**src/rtl/dqs_gate_lvl_pkg.sv**
```systemverilog
package dqs_gate_lvl_pkg;

  typedef enum logic [2:0] {
    ST_IDLE,
    ST_SCAN,
    ST_CALC,
    ST_WR0,
    ST_WR1,
    ST_FIN
  } lvlState_t;

  // strobes from control to datapath
  typedef struct packed {
    logic clear;      // restart min/max accumulation
    logic capture;    // fold the current lane word in
    logic latchWord;  // compute and hold the updated control word
    logic publish;    // expose the result flags
  } lvlStrobes_t;

endpackage

```
**src/rtl/dqs_gate_lvl_ctrl.sv**
```systemverilog
module dqs_gate_lvl_ctrl
  import dqs_gate_lvl_pkg::*;
#(
  parameter int LANE_CNT   = 4,
  parameter int LANE_IDX_W = 2
) (
  input  logic                  clk,
  input  logic                  rst_n,
  input  logic                  start,
  output logic [LANE_IDX_W-1:0] laneIdx,
  output lvlStrobes_t           strobes,
  output logic                  wrEn,
  output logic                  wrSel,
  output logic                  busy,
  output logic                  done
);

  localparam logic [LANE_IDX_W-1:0] LAST_LANE = LANE_IDX_W'(LANE_CNT - 1);

  lvlState_t state, stateNext;

  always_comb begin
    stateNext = state;
    case (state)
      ST_IDLE: if (start) stateNext = ST_SCAN;
      ST_SCAN: if (laneIdx == LAST_LANE) stateNext = ST_CALC;
      ST_CALC: stateNext = ST_WR0;
      ST_WR0:  stateNext = ST_WR1;
      ST_WR1:  stateNext = ST_FIN;
      ST_FIN:  stateNext = ST_IDLE;
      default: stateNext = ST_IDLE;
    endcase
  end

  always_ff @(posedge clk or negedge rst_n) begin
    if (!rst_n) begin
      state   <= ST_IDLE;
      laneIdx <= '0;
    end else begin
      state <= stateNext;
      if (state == ST_IDLE)
        laneIdx <= '0;
      else if (state == ST_SCAN && laneIdx != LAST_LANE)
        laneIdx <= laneIdx + 1'b1;
    end
  end

  always_comb begin
    strobes.clear     = (state == ST_IDLE) && start;
    strobes.capture   = (state == ST_SCAN);
    strobes.latchWord = (state == ST_CALC);
    strobes.publish   = (state == ST_WR1);
  end

  assign wrEn = (state == ST_WR0) || (state == ST_WR1);
  assign wrSel = (state == ST_WR1);
  assign busy = (state != ST_IDLE);
  assign done = (state == ST_FIN);


  wr_order_chk: assert property (@(posedge clk) disable iff (!rst_n)
    wrEn && !wrSel |=> wrEn && wrSel);


  done_after_wr_chk: assert property (@(posedge clk) disable iff (!rst_n)
    wrEn && wrSel |=> done && !wrEn);


  scan_start_chk: assert property (@(posedge clk) disable iff (!rst_n)
    strobes.clear |=> strobes.capture && laneIdx == '0);

endmodule

```
**src/rtl/dqs_gate_lvl_datapath.sv**
```systemverilog
module dqs_gate_lvl_datapath
  import dqs_gate_lvl_pkg::*;
#(
  parameter int LANE_WORD_W = 32,
  parameter int RANK_CNT    = 4,
  parameter int RLAT_W      = 3,
  parameter int CTL_W       = 32,
  parameter int FIELD_W     = 4,
  parameter int PRI_LSB     = 4,
  parameter int OVF_LSB     = 8
) (
  input  logic                   clk,
  input  logic                   rst_n,
  input  lvlStrobes_t            strobes,
  input  logic [LANE_WORD_W-1:0] laneWord,
  input  logic [CTL_W-1:0]       ctlRdData,
  output logic [CTL_W-1:0]       newWord,
  output logic [RLAT_W-1:0]      gateLat,
  output logic                   notLeveled,
  output logic                   noTrained
);

  localparam int SUM_W = ((FIELD_W > RLAT_W) ? FIELD_W : RLAT_W) + 2;
  localparam logic [SUM_W-1:0] FIELD_MAX = SUM_W'((1 << FIELD_W) - 1);
  localparam logic [CTL_W-1:0] FIELD_MASK =
    CTL_W'(((1 << FIELD_W) - 1) << PRI_LSB) | CTL_W'(((1 << FIELD_W) - 1) << OVF_LSB);

  logic [RANK_CNT-1:0][RLAT_W-1:0] rankLat;
  logic [RANK_CNT-1:0]             rankValid;

  genvar r;
  generate
    for (r = 0; r < RANK_CNT; r++) begin : g_rank
      assign rankLat[r]   = laneWord[r*RLAT_W +: RLAT_W];
      assign rankValid[r] = |rankLat[r];
    end
  endgenerate

  logic [RLAT_W-1:0] laneMin, laneMax;
  always_comb begin
    laneMin = '1;
    laneMax = '0;
    for (int i = 0; i < RANK_CNT; i++) begin
      if (rankValid[i]) begin
        if (rankLat[i] < laneMin) laneMin = rankLat[i];
        if (rankLat[i] > laneMax) laneMax = rankLat[i];
      end
    end
  end

  logic [RLAT_W-1:0] minReg, maxReg;
  logic              anyReg;

  always_ff @(posedge clk or negedge rst_n) begin
    if (!rst_n) begin
      minReg <= '1;
      maxReg <= '0;
      anyReg <= 1'b0;
    end else if (strobes.clear) begin
      minReg <= '1;
      maxReg <= '0;
      anyReg <= 1'b0;
    end else if (strobes.capture) begin
      if (|rankValid) begin
        if (laneMin < minReg) minReg <= laneMin;
        if (laneMax > maxReg) maxReg <= laneMax;
        anyReg <= 1'b1;
      end
    end
  end

  // read latency arithmetic
  logic [SUM_W-1:0] curLat, phyLat, total, spill;
  logic [FIELD_W-1:0] priField, ovfField;

  always_comb begin
    curLat = SUM_W'(ctlRdData[PRI_LSB +: FIELD_W]) + SUM_W'(ctlRdData[OVF_LSB +: FIELD_W]);
    phyLat = SUM_W'({maxReg[RLAT_W-1:1], 1'b0});
    total  = curLat + phyLat;
    spill  = total - FIELD_MAX;
    if (total > FIELD_MAX) begin
      priField = FIELD_W'(FIELD_MAX);
      ovfField = (spill > FIELD_MAX) ? FIELD_W'(FIELD_MAX) : FIELD_W'(spill);
    end else begin
      priField = FIELD_W'(total);
      ovfField = '0;
    end
  end

  always_ff @(posedge clk or negedge rst_n) begin
    if (!rst_n) begin
      newWord <= '0;
    end else if (strobes.latchWord) begin
      newWord <= ctlRdData;
      newWord[PRI_LSB +: FIELD_W] <= priField;
      newWord[OVF_LSB +: FIELD_W] <= ovfField;
    end
  end

  always_ff @(posedge clk or negedge rst_n) begin
    if (!rst_n) begin
      gateLat    <= '0;
      notLeveled <= 1'b0;
      noTrained  <= 1'b0;
    end else if (strobes.publish) begin
      gateLat    <= maxReg;
      notLeveled <= anyReg && (minReg != maxReg);
      noTrained  <= !anyReg;
    end
  end


  min_le_max_chk: assert property (@(posedge clk) disable iff (!rst_n)
    anyReg |-> (minReg <= maxReg) && (maxReg != '0));


  untrained_zero_chk: assert property (@(posedge clk) disable iff (!rst_n)
    !anyReg |-> maxReg == '0);


  keep_bits_chk: assert property (@(posedge clk) disable iff (!rst_n)
    strobes.latchWord |=> ((newWord ^ $past(ctlRdData)) & ~FIELD_MASK) == '0);

endmodule

```
**src/rtl/dqs_gate_leveler.sv**
```systemverilog
module dqs_gate_leveler
  import dqs_gate_lvl_pkg::*;
#(
  parameter int DATA_W      = 32,
  parameter int LANE_WORD_W = 32,
  parameter int RANK_CNT    = 4,
  parameter int RLAT_W      = 3,
  parameter int CTL_W       = 32,
  parameter int FIELD_W     = 4,
  parameter int PRI_LSB     = 4,
  parameter int OVF_LSB     = 8,
  localparam int LANE_CNT   = DATA_W / 8,
  localparam int LANE_IDX_W = (LANE_CNT > 1) ? $clog2(LANE_CNT) : 1
) (
  input  logic                   clk,
  input  logic                   rst_n,
  input  logic                   start,
  output logic [LANE_IDX_W-1:0]  laneRdIdx,
  input  logic [LANE_WORD_W-1:0] laneRdData,
  input  logic [CTL_W-1:0]       ctlRdData,
  output logic                   ctlWrEn,
  output logic                   ctlWrSel,
  output logic [CTL_W-1:0]       ctlWrData,
  output logic                   busy,
  output logic                   done,
  output logic [RLAT_W-1:0]      gateLat,
  output logic                   notLeveled,
  output logic                   noTrained
);

  lvlStrobes_t strobes;

  dqs_gate_lvl_ctrl #(
    .LANE_CNT  (LANE_CNT),
    .LANE_IDX_W(LANE_IDX_W)
  ) u_ctrl (
    .clk    (clk),
    .rst_n  (rst_n),
    .start  (start),
    .laneIdx(laneRdIdx),
    .strobes(strobes),
    .wrEn   (ctlWrEn),
    .wrSel  (ctlWrSel),
    .busy   (busy),
    .done   (done)
  );

  dqs_gate_lvl_datapath #(
    .LANE_WORD_W(LANE_WORD_W),
    .RANK_CNT   (RANK_CNT),
    .RLAT_W     (RLAT_W),
    .CTL_W      (CTL_W),
    .FIELD_W    (FIELD_W),
    .PRI_LSB    (PRI_LSB),
    .OVF_LSB    (OVF_LSB)
  ) u_dp (
    .clk       (clk),
    .rst_n     (rst_n),
    .strobes   (strobes),
    .laneWord  (laneRdData),
    .ctlRdData (ctlRdData),
    .newWord   (ctlWrData),
    .gateLat   (gateLat),
    .notLeveled(notLeveled),
    .noTrained (noTrained)
  );


  same_word_chk: assert property (@(posedge clk) disable iff (!rst_n)
    ctlWrEn && !ctlWrSel |=> $stable(ctlWrData));


  field_split_chk: assert property (@(posedge clk) disable iff (!rst_n)
    ctlWrEn |-> (ctlWrData[PRI_LSB +: FIELD_W] == '1) || (ctlWrData[OVF_LSB +: FIELD_W] == '0));


  flag_excl_chk: assert property (@(posedge clk) disable iff (!rst_n)
    done |-> !(notLeveled && noTrained));

endmodule

```
**config.mk**
```make
export PLATFORM = sky130hd
export DESIGN_NAME = dqs_gate_leveler
export DESIGN_NICKNAME = d
export VERILOG_FILES = /design/src/rtl/dqs_gate_lvl_pkg.sv /design/src/rtl/dqs_gate_lvl_ctrl.sv /design/src/rtl/dqs_gate_lvl_datapath.sv /design/src/rtl/dqs_gate_leveler.sv
export SDC_FILE = /design/constraint.sdc
export NUM_CORES = 1
export LEC_CHECK = 0
export BUFFER_PORTS_ARGS = -buffer_cell sky130_fd_sc_hd__buf_2
export CORE_MARGIN = 2
export CORE_UTILIZATION = 46
export CTS_CLUSTER_DIAMETER = 120
export DETAILED_ROUTE_END_ITERATION = 7
export GPL_TIMING_DRIVEN = 0
export MAX_ROUTING_LAYER = met4
export PLACE_DENSITY = 0.82
export SLEW_MARGIN = 25
export SYNTH_ARGS = -nofsm -noshare
export SYNTH_HDL_FRONTEND = slang
export SYNTH_SLANG_ARGS = --single-unit
```
**constraint.sdc**
```tcl
create_clock -name clk -period 2.45 [get_ports clk]
set_input_delay 0.49 -clock clk [delete_from_list [all_inputs] [get_ports clk]]
set_output_delay 0.49 -clock clk [all_outputs]
set_load 0.01 [all_outputs]
```
* Word level (Yosys, flattened, before mapping)
Index checks and enable logic that the tools add are counted.
** Storage, ports and cells
- Register bits :: 49
- Output and inout port bits :: 43
- Word-level logic and storage cells :: 91
** Cells by class
- Add/sub/neg operators :: 4
- $lt $le $gt $ge :: 12
- Equal/unequal tests :: 10
- Muxes and demuxes :: 35
- Reduce and logical (&&, ||, !) cells :: 21
** Operators by type and width (count)
- 3-bit 2-to-1 mux :: 26
- 3-bit one-hot mux with 5 select lines :: 1
- 3-bit greater-than comparator :: 4
- 6-bit by 4-bit greater-than comparator with 1-bit output, second input constant :: 2
- 3-bit < comparator :: 4
- 4-bit 2-to-1 mux :: 3
- 12-bit OR reduction :: 1
- 3-bit OR reduction :: 4
- 2-bit nonzero test :: 5
- 6-bit by 3-bit adder with 6-bit output :: 1
- 3-bit by 2-bit equality test with 1-bit output, second input constant :: 2
- 3-bit equality test, second input constant :: 2
- 3-bit AND reduction :: 2
- 6-bit by 4-bit subtractor with 6-bit output, second input constant :: 1
- 4-bit by 4-bit adder with 5-bit output :: 1
- 2-bit 2-to-1 mux :: 2
- 2-bit != test, second input constant :: 2
- 2-bit AND reduction :: 2
- 3-bit by 1-bit equality test with 1-bit output, second input constant :: 1
- 3-bit by 1-bit greater-than comparator with 1-bit output, second input constant :: 1
- 1-bit logical AND :: 3
- 3-bit zero test :: 1
- 3-bit < comparator, second input constant :: 1
- 1-bit 2-to-1 mux :: 3
- other kinds (7) :: 7

* Logic depth before layout (Yosys ltp)
- Depth in word-level cells :: 17
- Gate-level depth with buffers :: 25
- Depth with buffers taken out :: 25

* Modules after synthesis
A second synthesis with hierarchy kept.
** Unflattened totals
- Cell total of the unflattened synthesis :: 308
- Area, all modules :: 3193.1 µm²
** By module, submodules not included
- dqs_gate_lvl_datapath :: times used 1, cells an instance 271, area an instance 2871.5 µm², sequential area each 1104.8 µm²
- dqs_gate_lvl_ctrl :: times used 1, cells an instance 37, area an instance 321.6 µm², sequential area each 125.1 µm²

* Least setup slack after synthesis
No wires, ideal clock.
- Path type :: input port to flip-flop
- Start :: input laneRdData[1]
- End :: register u_dp.maxReg[1]
- Arrival time :: 4.800 ns
- Required time :: 2.325 ns
- Setup slack :: -2.474 ns
- Stages on the path :: 23
- Path buffers :: 0
- Path through :: inv_1 ha_1 nor2b_1 o21a_1 o211a_1 o21a_1 ha_1 nor2b_1 o21a_1 o211ai_1 nor2_1 or2_2 ha_1 nor2b_1 o21a_1 o21a_1 o31ai_1 ha_1 a21o_1 a21oi_1 a31oi_1 nand2_1 mux2_2
** Between the ends
- Longest elaborated chain between the ends :: 16
** Ends and longest elaborated chain
- start, declared :: line dqs_gate_leveler.sv:19 : input logic [LANE_WORD_W-1:0] laneRdData,
- branches (longest 16 deep; another with 3-bit by 1-bit greater-than comparator with 1-bit output)
- end signal, assigned :: line dqs_gate_lvl_datapath.sv:66 : if (laneMax > maxReg) maxReg <= laneMax;
- end, declared :: line dqs_gate_lvl_datapath.sv:51 : logic [RLAT_W-1:0] minReg, maxReg;
Parallel ways; which one is timed is not known. The select of a mux whose other input is x is not followed.
A chain may end at the register's enable or synchronous reset.

* Worst setup path in the final report
- Start :: input laneRdData[4]
- End :: register u_dp.maxReg[1]
** Between the ends
- Longest elaborated chain between the ends :: 13
** Ends and longest elaborated chain
- branches (longest 13 deep; another with 3-bit greater-than comparator)
Parallel ways; which one is timed is not known. The select of a mux whose other input is x is not followed.

==> metrics.md <==
| Metric | Value |
|---|---|
| Status | complete, but fails checks |
| Failing checks | negative setup slack |
| Placed Cells | 570 |
| Reg-to-reg slack, setup | -0.08 ns |
| Port Buffers | 89 |
| Final Hold Vio Count | 0 |
| DRT antenna net count | 0 |
| Worst path slowest cell | o211ai_1 |
| Critical Path Source | laneRdData[4] |
| Most common cell after layout, fill and taps aside | nand2_1 |
| Post-synthesis adder-cell area fraction | 12.7% |
| Power, Total | 4.76 mW |
| Reg clk slew, reported paths | 0.09 ns |
| Die area | 0.00803 mm^2 |
| Crit-path max FO | 6 |
| DR pass1 iterations | 7 |
| Core area | 0.00718 mm^2 |
| Yosys warns | 0 |
| Crit-path leading delay family | compound AO/OA/AOI/OAI gates |
| Tmin final | 4.72 ns |
| Seq/Total Area, Yosys | 36.5% |
| Fin area | 0.00465 mm^2 |
| Largest family of logic cells by synthesized area | simple AND/OR/NAND/NOR gates |
| Drt initial violations | 129 |
| R2R depth | 9 |
| Worst Skew | 0.00443 ns |
| Post-DP Area | 0.00408 mm^2 |
| # rows | 31 |
| Worst Path Required | 2.63 ns |
| Syn avg cell area | 8.83 um^2 |
| Synthesis-to-layout area growth | 37.8% |
| Num CTS Buffers | 5 |
| N_diodes | 0 |
| Worst VDD drop | 0.340 mV |
| Cell variety after synth | 59 |
| Reg2reg end | u_dp.newWord[9] |
| IO Count | 110 |
| Clock root buffer | clkbuf_8 |
| Maxcap violations | 0 |
| Post-Syn Nets | 482 |
| Pwr Density | 1030 mW/mm^2 |
| Layout Cells excl Fill | 605 |
| Post-synthesis compound-gate area fraction | 20.0% |
| Main synth FF type | dfrtp_1 |
| Pleak | 2.30 nW |
| # hold bufs at CTS | 0 |
| Wirelength per Cell | 13.9 um |
| Initial antenna violation count | 0 |
| XOR/XNOR Fraction of Synth Area | 2.08% |
| Final HPWL DP | 6200 um |
| CP bufs+invs | 3 |
| Vias in the first global route | 2985 |
| Slew margin rel. | 54.0% |
| Pins Over Slew Limit | 0 |
| Setup violations, final | 10 |
| Crit start category | input pin |
| Tcrit/Tclk final | 192% |
| RePlAce Congestion | 0.845 |
| Latest clock arrival within the worst-skew pair | 0.29 ns |
| GRT overflow | 0 |
| Cell count along the critical path | 25 |
| Post-synth ARST share | 100% |
| Worst Setup End Kind | flop |
| RSZ-0062 raised after global routing | true |
| Most used cell, CP | o21a_1 |
| Commonest non-fill, non-tap cells in the layout | nand2_1 (97), buf_2 (82), dfrtp_1 (46), buf_4 (27), inv_1 (25) |
| Residual DRC | 0 |
| Share of cells above drive strength 1 | 39.7% |
| Crit path largest cell delay | 0.31 ns |
| Worst Setup Slack, final | -2.27 ns |
| Yosys reg bits | 49 |
| Fmax | 212 MHz |
| Critical path type | in2reg |
| Hold_ws | 0.196 ns |
| EDFF count, synth | 0 |
| Critical path capture point | u_dp.maxReg[1] |
| Vias | 3135 |
| Largest net degree at the start of global routing | 50 |
| Synth Area in Simple Gates | 20.8% |
| Die W | 89.6 um |
| Gr usage total | 21.0% |
| Htree depth | 2 |
| DRT Wirelength | 8390 um |
| Synthesized instance count | 382 |
| Post-synthesis mux area share | 3.45% |
| Least-Margin Pin Slew | 0.686 ns |
| First-pass GRT wire length | 13200 um |
| Hold WC Path Type | in2async |
| Critical Path AT | 4.90 ns |
| Vias per std cell | 5.18 |
| Post-place setup slack | -2.92 ns |
| Maximum root-to-sink buffer count | 2 |
| Layout Nets | 605 |
| Synthesized cell area | 0.00337 mm^2 |
| Reg-to-Reg Start | u_dp.maxReg[1] |
| Starting Density | 47.0% |
| CTS tree | yes |
| Die Y | 89.6 um |
| Clock Sinks | 49 |
==> worst min path at each step <==
stage,start,to,depth (start not counted)
final,rst_n,u_dp.newWord[31],1
after global routing,rst_n,u_dp.newWord[30],1
after global placement,u_dp.newWord[5],u_dp.newWord[5],2
after detailed placement,u_dp.newWord[16],u_dp.newWord[16],2
after CTS,rst_n,u_dp.newWord[31],1
after floorplan,rst_n,u_ctrl.laneIdx[0],0
==> per-layer routing <==
metal / vias up / track usage (%) / wire (um)
met5: - / - / 0
met4: 0 / 3.53 / 55
met3: 4 / 3.02 / 504
met2: 95 / 39.9 / 4310
met1: 1470 / 23.4 / 3520
li1: 1566 / - / -
==> cell families after synthesis <==
logic type,Yosys count
multiplexers,11
AO/OA/AOI/OAI,86
XOR/XNOR,8
flip-flops,49
adder cells (fa/ha/maj),33
buffers and inverters,40
AND/OR/NAND/NOR,155
==> sequential cells by signal (all words and copies together), names as in the netlist <==
name,cells
u_dp.minReg,3
u_ctrl.state,3
u_ctrl.laneIdx,2
u_dp.maxReg,3
u_dp.gateLat,3
u_dp.anyReg,1
u_dp.noTrained,1
u_dp.notLeveled,1
u_dp.newWord,32
==> stage by stage <==
stage	utilization (%)	TNS (ns)
finish	64.8	-15.19
global route	64.8	-16.70
CTS	63.1	-14.73
detailed placement	56.9	-22.09
global placement	56.9	-21.17
floorplan	-	-16.29
==> final cells by class <==
type,instances,area (um^2)
repair buffers,117,716
clock inverters,2,15.0
well taps,99,124
plain buffers,8,30.0
multi-input cells,293,2330
flip-flops and latches,49,1230
fillers,578,2530
inverters,31,129
clock buffers,6,72.6
==> timing repair <==
item	in CTS	in global routing
setup endpoints to repair	13	15
setup buffers	26	2
resized for setup	34	26
pin swaps	25	13
==> Yosys cell counts (all sizes together) (4+ instances only) <==
cell type  instances  share of area (%)
nor2b              7                1.3
o21ai             19                2.8
xor2               4                1.0
nand3              7                1.0
o211ai             5                1.4
inv               31                3.5
a22o               4                1.0
ha                31                 12
a21oi             12                1.8
o21a              10                2.2
a31oi              4               0.93
and2               4               0.74
mux2i              6                1.8
nand2             99                 11
nor2              11                1.3
clkbuf             6               0.67
xnor2              4                1.0
or2                5               0.93
nor3               9                1.6
mux2               5                1.7
dfrtp             46                 34
==> power breakdown <==
part / total [mW] / leakage [nW] / switching (mW) / internal, mW
Combinational: 2.82 / 1.68 / 1.46 / 1.36
Clock: 0.459 / 0.0374 / 0.257 / 0.201
Sequential: 1.48 / 0.585 / 0.249 / 1.23
Note: power is estimated with default switching activity, not from simulation.
